===== config.mk =====
export PLATFORM = sky130hd
export DESIGN_NAME = pci_cfg_xlate
export DESIGN_NICKNAME = d
export VERILOG_FILES = /design/src/rtl/pcfg_pkg.sv /design/src/rtl/pcfg_xlate.sv /design/src/rtl/pcfg_irq_swizzle.sv /design/src/rtl/pcfg_ctrl.sv /design/src/rtl/pcfg_dpath.sv /design/src/rtl/pci_cfg_xlate.sv
export SDC_FILE = /design/constraint.sdc
export NUM_CORES = 1
export LEC_CHECK = 0
export BUFFER_PORTS_ARGS = -buffer_cell sky130_fd_sc_hd__buf_2
export CORE_MARGIN = 2
export CORE_UTILIZATION = 35
export CTS_CLUSTER_SIZE = 24
export DETAILED_ROUTE_END_ITERATION = 6
export GPL_ROUTABILITY_DRIVEN = 0
export PLACE_DENSITY = 0.67
export SLEW_MARGIN = 20
export SYNTH_ARGS = -nofsm -noshare
export SYNTH_HDL_FRONTEND = slang
export SYNTH_SLANG_ARGS = --single-unit

===== constraint.sdc =====
create_clock -name clk -period 3.41 [get_ports clk]
set_input_delay 0.5115 -clock clk [delete_from_list [all_inputs] [get_ports clk]]
set_output_delay 0.5115 -clock clk [all_outputs]
set_load 0.005 [all_outputs]

===== src/rtl/pcfg_pkg.sv =====
package pcfg_pkg;

  typedef enum logic [1:0] {
    SZ_BYTE = 2'd0,
    SZ_HALF = 2'd1,
    SZ_WORD = 2'd2
  } accSize_e;

  // Strobes from control to datapath
  typedef struct packed {
    logic idxWrite;
    logic idxRead;
    logic reqLoad;
    logic rspCapture;
  } ctrlStrobe_t;

  function automatic logic [3:0] laneEnables(input logic [1:0] size, input logic [1:0] off);
    case (size)
      SZ_BYTE: return 4'b0001 << off;
      SZ_HALF: return 4'b0011 << off;
      default: return 4'b1111;
    endcase
  endfunction

  function automatic logic [31:0] sizeMask(input logic [1:0] size);
    case (size)
      SZ_BYTE: return 32'h0000_00FF;
      SZ_HALF: return 32'h0000_FFFF;
      default: return 32'hFFFF_FFFF;
    endcase
  endfunction

endpackage


===== src/rtl/pcfg_xlate.sv =====
module pcfg_xlate #(
  parameter int IdselLow = 11
) (
  input  logic [31:0] idx,
  input  logic [2:0]  off,
  output logic [31:0] addr
);
  localparam int DevW = 5;

  logic [DevW-1:0] devNum;

  // Lowest set bit in idx[31:IdselLow] wins; none set gives all ones
  always_comb begin
    devNum = '1;
    for (int i = 31; i >= IdselLow; i--) begin
      if (idx[i]) devNum = DevW'(i);
    end
  end

  always_comb begin
    if (idx[31]) begin
      addr = idx | {30'd0, off[1:0]};
    end else if (idx[0]) begin
      addr = {idx[31:3], off};
    end else begin
      addr = {16'd0, devNum, idx[10:8], idx[7:3], off};
    end
  end
endmodule


===== src/rtl/pcfg_irq_swizzle.sv =====
module pcfg_irq_swizzle #(
  parameter int NumSlots = 32
) (
  input  logic [NumSlots*4-1:0] devIrq,
  output logic [3:0]            irqOut
);
  localparam int NumLines = 4;

  for (genvar k = 0; k < NumLines; k++) begin : g_line
    logic [NumSlots-1:0] term;
    for (genvar d = 0; d < NumSlots; d++) begin : g_slot
      localparam int Pin = (k + NumLines - (d % NumLines)) % NumLines;
      assign term[d] = devIrq[d*NumLines + Pin];
    end
    assign irqOut[k] = |term;
  end
endmodule


===== src/rtl/pcfg_ctrl.sv =====
module pcfg_ctrl
  import pcfg_pkg::*;
(
  input  logic        clk,
  input  logic        rstN,
  input  logic        hostValid,
  input  logic        hostWindow,
  input  logic        hostWrite,
  input  logic        cfgReqReady,
  input  logic        cfgRspValid,
  output ctrlStrobe_t strobe,
  output logic        cfgReqValid,
  output logic        hostDone
);
  typedef enum logic [1:0] {ST_IDLE, ST_REQ, ST_RSP, ST_DONE} state_e;

  state_e state, nextState;

  always_comb begin
    strobe    = '0;
    nextState = state;
    case (state)
      ST_IDLE: begin
        if (hostValid) begin
          if (!hostWindow) begin
            strobe.idxWrite = hostWrite;
            strobe.idxRead  = !hostWrite;
            nextState       = ST_DONE;
          end else begin
            strobe.reqLoad = 1'b1;
            nextState      = ST_REQ;
          end
        end
      end
      ST_REQ: begin
        if (cfgReqReady) nextState = hostWrite ? ST_DONE : ST_RSP;
      end
      ST_RSP: begin
        if (cfgRspValid) begin
          strobe.rspCapture = 1'b1;
          nextState         = ST_DONE;
        end
      end
      default: nextState = ST_IDLE;
    endcase
  end

  always_ff @(posedge clk) begin
    if (!rstN) state <= ST_IDLE;
    else       state <= nextState;
  end

  assign cfgReqValid = (state == ST_REQ);
  assign hostDone    = (state == ST_DONE);
endmodule


===== src/rtl/pcfg_dpath.sv =====
module pcfg_dpath
  import pcfg_pkg::*;
#(
  parameter int IdselLow = 11
) (
  input  logic        clk,
  input  logic        rstN,
  input  ctrlStrobe_t strobe,
  input  logic        hostWrite,
  input  logic [2:0]  hostOffset,
  input  logic [1:0]  hostSize,
  input  logic [31:0] hostWdata,
  input  logic [31:0] cfgRspData,
  output logic [31:0] cfgReqAddr,
  output logic        cfgReqWrite,
  output logic [3:0]  cfgReqBe,
  output logic [31:0] cfgReqWdata,
  output logic [31:0] hostRdata
);
  localparam int Lanes = 4;

  logic [31:0] idxReg;
  logic [31:0] xAddr;
  logic [31:0] laneData;
  logic [3:0]  laneBe;
  logic [1:0]  laneShift;
  logic [1:0]  rdShift;
  logic [1:0]  rdSize;

  assign laneShift = hostOffset[1:0];
  assign laneBe    = laneEnables(hostSize, laneShift);
  assign laneData  = hostWdata << {laneShift, 3'b000};

  pcfg_xlate #(.IdselLow(IdselLow)) u_xlate (
    .idx  (idxReg),
    .off  (hostOffset),
    .addr (xAddr)
  );

  always_ff @(posedge clk) begin
    if (!rstN) begin
      idxReg      <= '0;
      cfgReqAddr  <= '0;
      cfgReqWrite <= 1'b0;
      cfgReqBe    <= '0;
      cfgReqWdata <= '0;
      hostRdata   <= '0;
      rdShift     <= '0;
      rdSize      <= '0;
    end else begin
      if (strobe.idxWrite) begin
        for (int i = 0; i < Lanes; i++) begin
          if (laneBe[i]) idxReg[8*i +: 8] <= laneData[8*i +: 8];
        end
      end
      if (strobe.idxRead) begin
        hostRdata <= (idxReg >> {laneShift, 3'b000}) & sizeMask(hostSize);
      end
      if (strobe.reqLoad) begin
        cfgReqAddr  <= xAddr;
        cfgReqWrite <= hostWrite;
        cfgReqBe    <= laneBe;
        cfgReqWdata <= laneData;
        rdShift     <= laneShift;
        rdSize      <= hostSize;
      end
      if (strobe.rspCapture) begin
        hostRdata <= (cfgRspData >> {rdShift, 3'b000}) & sizeMask(rdSize);
      end
    end
  end
endmodule


===== src/rtl/pci_cfg_xlate.sv =====
module pci_cfg_xlate
  import pcfg_pkg::*;
#(
  parameter int NumSlots = 32,
  parameter int IdselLow = 11
) (
  input  logic                  clk,
  input  logic                  rstN,
  input  logic                  hostValid,
  input  logic                  hostWindow,
  input  logic                  hostWrite,
  input  logic [2:0]            hostOffset,
  input  logic [1:0]            hostSize,
  input  logic [31:0]           hostWdata,
  output logic                  hostDone,
  output logic [31:0]           hostRdata,
  output logic                  cfgReqValid,
  input  logic                  cfgReqReady,
  output logic [31:0]           cfgReqAddr,
  output logic                  cfgReqWrite,
  output logic [3:0]            cfgReqBe,
  output logic [31:0]           cfgReqWdata,
  input  logic                  cfgRspValid,
  input  logic [31:0]           cfgRspData,
  input  logic [NumSlots*4-1:0] devIrq,
  output logic [3:0]            irqOut
);
  ctrlStrobe_t strobe;

  pcfg_ctrl u_ctrl (
    .clk         (clk),
    .rstN        (rstN),
    .hostValid   (hostValid),
    .hostWindow  (hostWindow),
    .hostWrite   (hostWrite),
    .cfgReqReady (cfgReqReady),
    .cfgRspValid (cfgRspValid),
    .strobe      (strobe),
    .cfgReqValid (cfgReqValid),
    .hostDone    (hostDone)
  );

  pcfg_dpath #(.IdselLow(IdselLow)) u_dpath (
    .clk         (clk),
    .rstN        (rstN),
    .strobe      (strobe),
    .hostWrite   (hostWrite),
    .hostOffset  (hostOffset),
    .hostSize    (hostSize),
    .hostWdata   (hostWdata),
    .cfgRspData  (cfgRspData),
    .cfgReqAddr  (cfgReqAddr),
    .cfgReqWrite (cfgReqWrite),
    .cfgReqBe    (cfgReqBe),
    .cfgReqWdata (cfgReqWdata),
    .hostRdata   (hostRdata)
  );

  pcfg_irq_swizzle #(.NumSlots(NumSlots)) u_swz (
    .devIrq (devIrq),
    .irqOut (irqOut)
  );
endmodule


==> run_results.csv, run 1 <==
group,metric,value,unit
yosys,synth.distinct_cells,66,
setup_path,r2r_end,"u_dpath.hostRdata[14]",
placed_design,dp_slack,1.054,ns
yosys,yosys_warnings,0,
yosys,ys.flop_type,"dfxtp_1",
setup_path,endpoint,"irqOut[0]",
drt,wl_met1,11140,um
run,maxCapViolCount,0,
setup_path,worstSetupEndpointType,"primary output",
setup_path,required,2.90,ns
drt,wl_per_cell,20.10,um
grt,groute.usage.overall,23.56,%
yosys,synth.largest_area_cell,"dfxtp_1",
sta,fmax,435.8,MHz
grt,first_global_vias,7096,
setup_path,cp.arrival,1.78,ns
clocking,cts.sinks,139,
clocking,clockBufferDepth,2,
setup_path,critPathLaunchType,"primary input",
grt,grt_max_degree,81,
grt,antenna_found_initial,4,
drt,num_vias,7565,
power_and_ir_drop,p_leak,4.416,nW
yosys,syn_inst,837,
finish,layout.cells.non_filler,1392,
yosys,synth-seq-cells,139,
sta,worst_slew_pin_slew,0.7213,ns
drt,dr_wl_met2,13920,um
die,start_util,35.99,%
grt,grt-ovfl-total,0,
clocking,numCtsBuffers,17,
grt,grt_pass1_wl,40700,um
clocking,cts-hold-fix-buffers,0,
yosys,yosysTopAreaCellShare,36.55,%
yosys,syn_area,7614,um2
sta,slew_headroom,51.73,%
yosys,synth_nets,1045,
drt,top_layer,"met5",
clocking,insertion_delay,0.43,ns
placed_design,place_hpwl,21030,um
sta,fin_tns_setup,0,ns
drt,wl_met3,2540,um
outcome,status,"finished, final reports clean",
sta,finClkSkew,0.009336,ns
power_and_ir_drop,power_density,518.8,nW/um2
clocking,cts_setup_buffers,0,
sta,setup_viol,0,
yosys,ys_seq_area_share,36.55,%
clocking,clk_root_buffer_cell,"clkbuf_16",
die,die_h,151.5,um
drt,drc,0,
yosys,synth-edff-count,0,
sta,fin_crit,2.295,ns
worst_hold_path,worstHoldPathType,"in2reg",
clocking,postCtsResizedCells,0,
yosys,avgSynthCellArea,9.096,um2
setup_path,crit_path_max_fanout,1,
die,dieArea,22950,um2
finish,drive_gt1_share,35.19,%
yosys,synth-async-reset-ratio,0,%
drt,routed_wl,27990,um
setup_path,r2r_slack,1.13,ns
yosys,synth_most_common_cell,"dfxtp_1",
power_and_ir_drop,ir_drop,0.3814,mV
setup_path,cp-startpoint,"devIrq[71]",
die,core,21150,um2
sta,final-max-slew-violation-count,0,
placed_design,portBuffers,310,
die,ios,311,
sta,finalHoldViolCount,0,
finish,area_growth,27.90,%
drt,viasPerCell,5.435,
clocking,path_clk_slew,0.06,ns
sta,grt_setup_unrepaired,"false",
setup_path,rr_startpoint,"u_ctrl.state[0]",
setup_path,rr_worst_depth,6,
drt,ant_nets,0,
die,std_cell_rows,53,
yosys,synthTopCellsByCount,"139 x dfxtp_1, 115 x nand2_1, 98 x mux2i_1",
finish,multi_input_area,4327,um2
finish,fillers,2132,
drt,drt_first_pass_iters,5,
setup_path,crit_type,"in2out",
finish,num-nets-final,1309,
placed_design,dp.cells,1357,
sta,fin_ws,1.115,ns
yosys,synth_area_leaders,"dfxtp_1 37%, mux2i_1 13%, nand2_1 5.7%",
drt,drtIter0Drc,569,
sta,fin_crit_sh,67.29,%
clocking,cts_tree,"built",
finish,ff_latch_area,2783,um2
clocking,h-tree-depth,4,
die,die_x,151.5,um
==> state kept, by name, indices dropped and copies added (netlist names) <==
signal,count
u_dpath.cfgReqWrite,1
u_dpath.idxReg,32
u_ctrl.state,2
u_dpath.cfgReqWdata,32
u_dpath.hostRdata,32
u_dpath.rdSize,2
u_dpath.cfgReqBe,4
u_dpath.rdShift,2
u_dpath.cfgReqAddr,32
==> worst min-delay path by stage <==
stage / to / cells after the start / slack, ns / start
2_1_floorplan: u_dpath.rdSize[0] / 2 / 0.44 / u_dpath.rdSize[0]
3_3_place_gp: u_dpath.cfgReqAddr[16] / 2 / 0.45 / u_dpath.cfgReqAddr[16]
3_5_place_dp: u_dpath.cfgReqAddr[31] / 2 / 0.45 / u_dpath.cfgReqAddr[31]
4_1_cts: u_dpath.rdSize[0] / 3 / 0.37 / hostSize[0]
5_1_grt: u_dpath.cfgReqWrite / 3 / 0.40 / hostWrite
6_report: u_dpath.rdSize[0] / 3 / 0.38 / hostSize[0]
==> critical path, stage by stage <==
cell and delay, ns:
buf_2 0.10, nor4_1 0.52, nand4_1 0.16, or2_2 0.36
buf_2 0.14
==> cells in the final DEF, fill, tap and decap left out, drive strengths merged, types with 2 or more instances in the layout <==
cell,n
o22a,8
o211ai,2
clkinv,5
mux4,8
mux2i,98
dfxtp,139
nand2,115
o31a,2
a21o,2
nor2,33
nand4,8
a21oi,34
nor3b,6
inv,15
o211a,20
a21boi,53
or2,5
nor4,37
a221o,2
nand3,26
o2bb2ai,8
diode,3
buf,322
a221oi,16
clkinvlp,2
or4,2
nor3,5
a211oi,2
mux2,7
o21ai,42
a2bb2oi,8
and3,2
ha,4
o21a,2
a22oi,9
nor2b,28
clkbuf,20
==> per-layer routing <==
| layer | vias to the layer above | global-route usage, % |
|---|---|---|
| li1 | 3593 | - |
| met1 | 3592 | 29.13 |
| met2 | 349 | 40.61 |
| met3 | 29 | 5.808 |
| met4 | 2 | 7.037 |
| met5 | - | 0 |
==> power by group <==
part	total (W)	leakage, nW	internal, W	switching (W)
Combinational	0.00127	3.00	0.000552	0.000720
Sequential	0.00195	1.13	0.00180	0.000149
Clock	0.00183	0.284	0.00107	0.000759
==> layout make-up <==
class | instances | share of cell area, %
Antenna cell | 3 | 0.07709
Inverter | 11 | 0.4240
Timing Repair Buffer | 322 | 17.01
Clock inverter | 12 | 1.156
Tap cell | 275 | 3.533
Sequential cell | 139 | 28.58
Clock buffer | 20 | 4.793
Multi-Input combinational cell | 610 | 44.43
==> metrics by stage <==
stage | area, um2 | hold WS, ns | util, % | power (W)
floorplan | 7614 | 0.4434 | - | 0.002751
global placement | 9151 | 0.4466 | 43.26 | 0.003234
detailed placement | 9151 | 0.4544 | 43.26 | 0.003252
CTS | 9731 | 0.3729 | 46.00 | 0.005068
global route | 9738 | 0.3959 | 46.03 | 0.005294
finish | 9738 | 0.3847 | 46.03 | 0.005052
==> logic make-up after synthesis <==
group           Yosys count  share of synthesized area [%]
mux                     113                          16.38
simple gates            275                          18.23
buf+inv                  88                          6.705
compound gates          218                          21.48
fa+ha+maj                 4                         0.6574
flops                   139                          36.55
(Power assumes the default switching activity.)
==> run 2: changes to the inputs <==
- ABC_AREA: default -> 1
- PLACE_DENSITY: 0.67 -> 0.68
- clock period: 3.41 -> 2.2 ns (I/O delays scaled with it)
==> run 2 against run 1 <==
  * Synthesized cell count is 16% higher
  * Final area down 4.4%
  * Die area is 8.8% lower
  * Critical path depth is 3 higher
  * Cell count grew 11%
  * Largest power group unchanged
  * Highest routed layer is now met4
==> run_results.csv, run 2 <==
group,metric,value,unit
outcome,status,"finished, final reports clean",
sta,slew_headroom,54.42,%
setup_path,cp-startpoint,"u_ctrl.state[0]",
yosys,synth_area_leaders,"dfxtp_1 40%, o21ai_0 7.9%, nand2_1 7.8%",
clocking,numCtsBuffers,17,
setup_path,cp.arrival,2.34,ns
sta,finalHoldViolCount,0,
yosys,syn_inst,974,
placed_design,portBuffers,310,
clocking,clk_root_buffer_cell,"clkbuf_16",
sta,setup_viol,0,
clocking,path_clk_slew,0.06,ns
sta,final-max-slew-violation-count,0,
sta,fin_crit_sh,89.77,%
drt,drt_first_pass_iters,6,
die,core,19460,um2
finish,area_growth,34.40,%
drt,drtIter0Drc,842,
yosys,synth-seq-cells,139,
yosys,syn_area,6929,um2
setup_path,crit_path_max_fanout,16,
yosys,yosys_warnings,0,
setup_path,path_depth,8,
sta,finClkSkew,0.006965,ns
yosys,synth_nets,1182,
setup_path,rr_worst_depth,8,
setup_path,required,2.56,ns
grt,groute.usage.overall,25.04,%
drt,wl_per_cell,17.66,um
grt,grt_max_degree,58,
die,dieArea,20940,um2
sta,fin_crit,1.975,ns
finish,drive_gt1_share,30.24,%
die,die_h,144.7,um
clocking,insertion_delay,0.43,ns
drt,viasPerCell,5.325,
finish,layout.cells.non_filler,1540,
yosys,ys.flop_type,"dfxtp_1",
yosys,synth_fa_ha_area_share,0.7223,%
clocking,h-tree-depth,4,
yosys,synth.largest_area_cell,"dfxtp_1",
yosys,synth_most_common_cell,"nand2_1",
sta,worst_slew_pin_slew,0.6830,ns
yosys,avgSynthCellArea,7.114,um2
setup_path,worstSetupEndpointType,"flop",
clocking,clockBufferDepth,2,
worst_hold_path,hold_start,"hostOffset[2]",
finish,final_common_cell,"buf_2",
setup_path,critPathSlowestCell,"nand3_2",
yosys,synth_top_family_by_area,"compound AO/OA/AOI/OAI gates",
sta,fin_tns_setup,0,ns
setup_path,crit_chain,"inv_1, ha_1, nand2_1, inv_1, nand3_2, o32ai_1, nor2_1, nor2_1",
finish,mostFrequentLayoutCells,"310 x buf_2, 144 x nand2_1, 139 x dfxtp_1",
setup_path,crit_type,"reg2reg",
clocking,cts.sinks,139,
clocking,cts_tree,"built",
sta,fin_ws,0.2250,ns
yosys,synthSimpleGateAreaFrac,23.65,%
setup_path,critical_path.top_delay_family,"simple AND/OR/NAND/NOR gates",
grt,grt-ovfl-total,0,
power_and_ir_drop,power_density,895.1,nW/um2
die,ios,311,
setup_path,cpPeakStageDelay,0.37,ns
grt,first_global_vias,7580,
power_and_ir_drop,ir_drop,0.5957,mV
yosys,ys_seq_area_share,40.16,%
power_and_ir_drop,p_leak,4.417,nW
grt,grt_pass1_wl,39720,um
setup_path,r2r_slack,0.23,ns
worst_hold_path,hold_depth,3,
yosys,synthTopCellsByCount,"144 x nand2_1, 139 x dfxtp_1, 136 x nor2_1",
setup_path,critPathLaunchType,"flop",
setup_path,rr_startpoint,"u_ctrl.state[0]",
yosys,synth_compound_area_share,25.55,%
placed_design,dp_slack,0.2310,ns
yosys,synthXorXnorAreaFrac,0,%
drt,drc,0,
yosys,synth-async-reset-ratio,0,%
grt,antenna_found_initial,2,
die,std_cell_rows,51,
drt,routed_wl,27190,um
drt,ant_nets,0,
yosys,synth_mux_area_share,1.156,%
finish,fillers,1960,
sta,grt_setup_unrepaired,"false",
worst_hold_path,worstHoldPathType,"in2reg",
run,maxCapViolCount,0,
yosys,synth-edff-count,0,
die,die_x,144.7,um
yosys,yosysTopAreaCellShare,40.16,%
sta,fmax,506.3,MHz
finish,num-nets-final,1468,
die,start_util,35.60,%
placed_design,place_hpwl,21030,um
placed_design,dp.cells,1506,
yosys,synth.distinct_cells,41,
setup_path,path_buf_inv,2,
drt,num_vias,8200,
==> run 2: timing repair <==
action / CTS / global route
hold buffers: 0 / 0
setup buffers: 0 / 0
setup endpoints to repair: 0 / 3
gates resized for setup: 0 / 1
==> run 2: report_power, final <==
group	internal (W)	switching [W]	total, W	leakage, nW
clock network	0.00179	0.00114	0.00293	0.288
logic	0.000889	0.00135	0.00224	3.00
registers	0.00289	0.000281	0.00317	1.13
==> run 2: path summary, 6_finish.rpt <==
check | endpoint
setup / recovery | u_dpath.hostRdata[31]
hold / removal | u_dpath.cfgReqAddr[2]
setup reg to reg | u_dpath.hostRdata[31]
hold reg to reg | u_dpath.cfgReqAddr[15]
==> run 2: kinds of logic after synthesis <==
family / after synthesis
fa+ha+maj: 4
compound gates: 299
flops: 139
simple gates: 376
buf+inv: 148
mux: 8
==> run 2: metal layers <==
metal  global-route usage [%]  wire, um  vias up
met1                    29.88     10490     3687
met3                    5.791      2418       78
li1                         -         -     3968
met2                    43.05     13370      467
met4                    11.04       905        0
met5                        0         0        -
==> run 2: final cells by class <==
type                            instances  area, um2  area share [%]
Multi-Input combinational cell        687       3545           38.06
Tap cell                              265      331.6           3.560
Antenna cell                            2      5.005         0.05374
Sequential cell                       139       2783           29.88
Timing Repair Buffer                  330       1727           18.54
Clock buffer                           19      432.9           4.649
Clock inverter                         13      167.7           1.800
Inverter                               85      321.6           3.453
==> run 2: worst reg2reg max path: stages, from the launching register on <==
cell     delay (ns)
dfxtp_1        0.33
inv_1          0.09
ha_1           0.19
nand2_1        0.13
inv_1          0.34
nand3_2        0.37
o32ai_1        0.27
nor2_1         0.10
nor2_1         0.09
==> run 2: metrics by stage <==
stage | cell area (um2) | utilization (%) | hold WS (ns) | total power (W)
6_report | 9313 | 47.85 | 0.1791 | 0.008335
5_1_grt | 9310 | 47.84 | 0.1800 | 0.008804
4_1_cts | 9303 | 47.80 | 0.1674 | 0.008341
3_5_place_dp | 8702 | 44.71 | 0.4678 | 0.005411
3_3_place_gp | 8702 | 44.71 | 0.4582 | 0.005390
2_1_floorplan | 6929 | - | 0.4543 | 0.004453
==> run 3: changes to the inputs <==
- CELL_PAD_IN_SITES_DETAIL_PLACEMENT: default -> 1
- CELL_PAD_IN_SITES_GLOBAL_PLACEMENT: default -> 1
- CORE_UTILIZATION: 35 -> 32
- PLACE_DENSITY: 0.68 -> 0.86
==> run 3 against run 2 <==
  * Non-clock buffer count up 5
  * Die area rose by 9.1%
  * Global-route usage rose by 0.90 points
  * Critical path depth is the same
  * Clock power shrank 4%
  * Critical path type unchanged
  * Highest routed layer unchanged
==> run_results.csv, run 3 (same netlist as run 2, synthesis figures left out) <==
group,metric,value,unit
outcome,status,"finished, final reports clean",
sta,fin_tns_setup,0,ns
run,maxCapViolCount,0,
clocking,cts_setup_buffers,0,
clocking,cts.sinks,139,
die,core,21150,um2
die,ios,311,
setup_path,crit_type,"reg2reg",
sta,fmax,509.9,MHz
setup_path,cpPeakStageDelay,0.44,ns
die,start_util,32.76,%
grt,grt_max_degree,76,
sta,holdWs,0.1945,ns
clocking,cts-hold-fix-buffers,0,
setup_path,crit_path_max_fanout,16,
sta,finalHoldViolCount,0,
finish,drive_gt1_share,30.59,%
placed_design,portBuffers,310,
drt,drtIter0Drc,730,
sta,grt_setup_unrepaired,"false",
setup_path,critPathSlowestCell,"o22ai_1",
setup_path,required,2.58,ns
power_and_ir_drop,power.internal,0.005365,W
power_and_ir_drop,power_density,895.0,nW/um2
clocking,postCtsResizedCells,0,
power_and_ir_drop,ir_drop,0.6183,mV
power_and_ir_drop,clkPwrFrac,33.8,%
grt,first_global_vias,8504,
sta,fin_crit,1.961,ns
grt,groute.usage.overall,25.94,%
drt,dr_wl_met2,15000,um
setup_path,path_buf_inv,2,
clocking,clockBufferDepth,2,
setup_path,critPathLaunchType,"flop",
power_and_ir_drop,comb_power_share,28.1,%
finish,mostFrequentLayoutCells,"310 x buf_2, 144 x nand2_1, 139 x dfxtp_1",
placed_design,place_hpwl,23120,um
finish,fillers,2767,
drt,drt_first_pass_iters,6,
clocking,clk_root_buffer_cell,"clkbuf_16",
power_and_ir_drop,p_leak,4.408,nW
sta,final-max-slew-violation-count,0,
drt,routed_wl,30480,um
clocking,cts_tree,"built",
drt,wl_met1,12400,um
finish,multi_input_area,3540,um2
drt,ant_nets,0,
sta,worst_slew_pin_slew,0.7039,ns
finish,area_growth,34.31,%
finish,final_common_cell,"buf_2",
clocking,insertion_delay,0.44,ns
clocking,h-tree-depth,4,
power_and_ir_drop,switching_share,35.59,%
drt,wl_met3,2134,um
power_and_ir_drop,switching_power,0.002964,W
clocking,numCtsBuffers,17,
clocking,path_clk_slew,0.07,ns
setup_path,critical_path.top_delay_family,"simple AND/OR/NAND/NOR gates",
sta,fin_crit_sh,89.14,%
setup_path,crit_chain,"inv_1, ha_1, nand2_1, inv_1, nand3_2, o22ai_1, nor2_1, nor2_1",
die,die_x,151.2,um
sta,slew_headroom,52.76,%
worst_hold_path,worstHoldPathType,"in2reg",
placed_design,dp.cells,1521,
drt,drc,0,
drt,wl_per_cell,19.61,um
placed_design,placed_cell_area,8740,um2
die,std_cell_rows,53,
sta,finClkSkew,0.006511,ns
sta,setup_viol,0,
grt,grt-ovfl-total,0,
finish,ff_latch_area,2783,um2
finish,finish.utilization,43.99,%
setup_path,worstSetupEndpointType,"flop",
die,die_h,151.2,um
drt,top_layer,"met4",
finish,num-nets-final,1473,
setup_path,cp.arrival,2.34,ns
grt,antenna_found_initial,1,
die,dieArea,22850,um2
power_and_ir_drop,pwr-share-seq,38.0,%
drt,viasPerCell,5.431,
finish,layout.cells.non_filler,1554,
finish,final_area,9306,um2
drt,num_vias,8440,
grt,grt_pass1_wl,45450,um
## run 3: worst min-delay path, stage by stage
cell and delay (ns):
buf_2 0.12, nand2_1 0.06, a31oi_1 0.07
## run 3: routing by layer
layer  global-route usage, %  up-vias
met1                   31.30     4004
met4                   10.65        0
met5                       0        -
met3                   4.217       63
met2                   45.82      409
li1                        -     3964
## run 3: power by group through the flow
stage	sequential [W]	combinational, W	clock [W]
after global placement	0.00321	0.00223	0
after floorplan	0.00315	0.00131	0
after CTS	0.00316	0.00233	0.00282
after global routing	0.00320	0.00259	0.00291
final	0.00317	0.00234	0.00282
after detailed placement	0.00321	0.00230	0
## run 3: metrics by stage
stage / setup slack, ns / power, W
2_1_floorplan: 0.5786 / 0.004453
3_3_place_gp: 0.3257 / 0.005436
3_5_place_dp: 0.2134 / 0.005510
4_1_cts: 0.2868 / 0.008315
5_1_grt: 0.1210 / 0.008702
6_report: 0.2390 / 0.008330
## run 3: layout make-up
class | count | share of cell area (%)
multi-input combinational | 687 | 38.03
sequential | 139 | 29.90
timing repair buffer | 335 | 18.82
clock buffer | 17 | 4.571
tap | 275 | 3.697
inverter | 85 | 3.455
clock inverter | 15 | 1.492
antenna | 1 | 0.02689
## run 3: final timing paths
kind                          startpoint                      to  slack [ns]  cells past startpoint
setup / recovery         u_ctrl.state[0]   u_dpath.hostRdata[22]        0.24                      8
setup reg to reg         u_ctrl.state[0]   u_dpath.hostRdata[22]        0.24                      8
hold / removal             hostOffset[2]   u_dpath.cfgReqAddr[2]        0.19                      3
hold reg to reg   u_dpath.cfgReqAddr[15]  u_dpath.cfgReqAddr[15]        0.47                      2
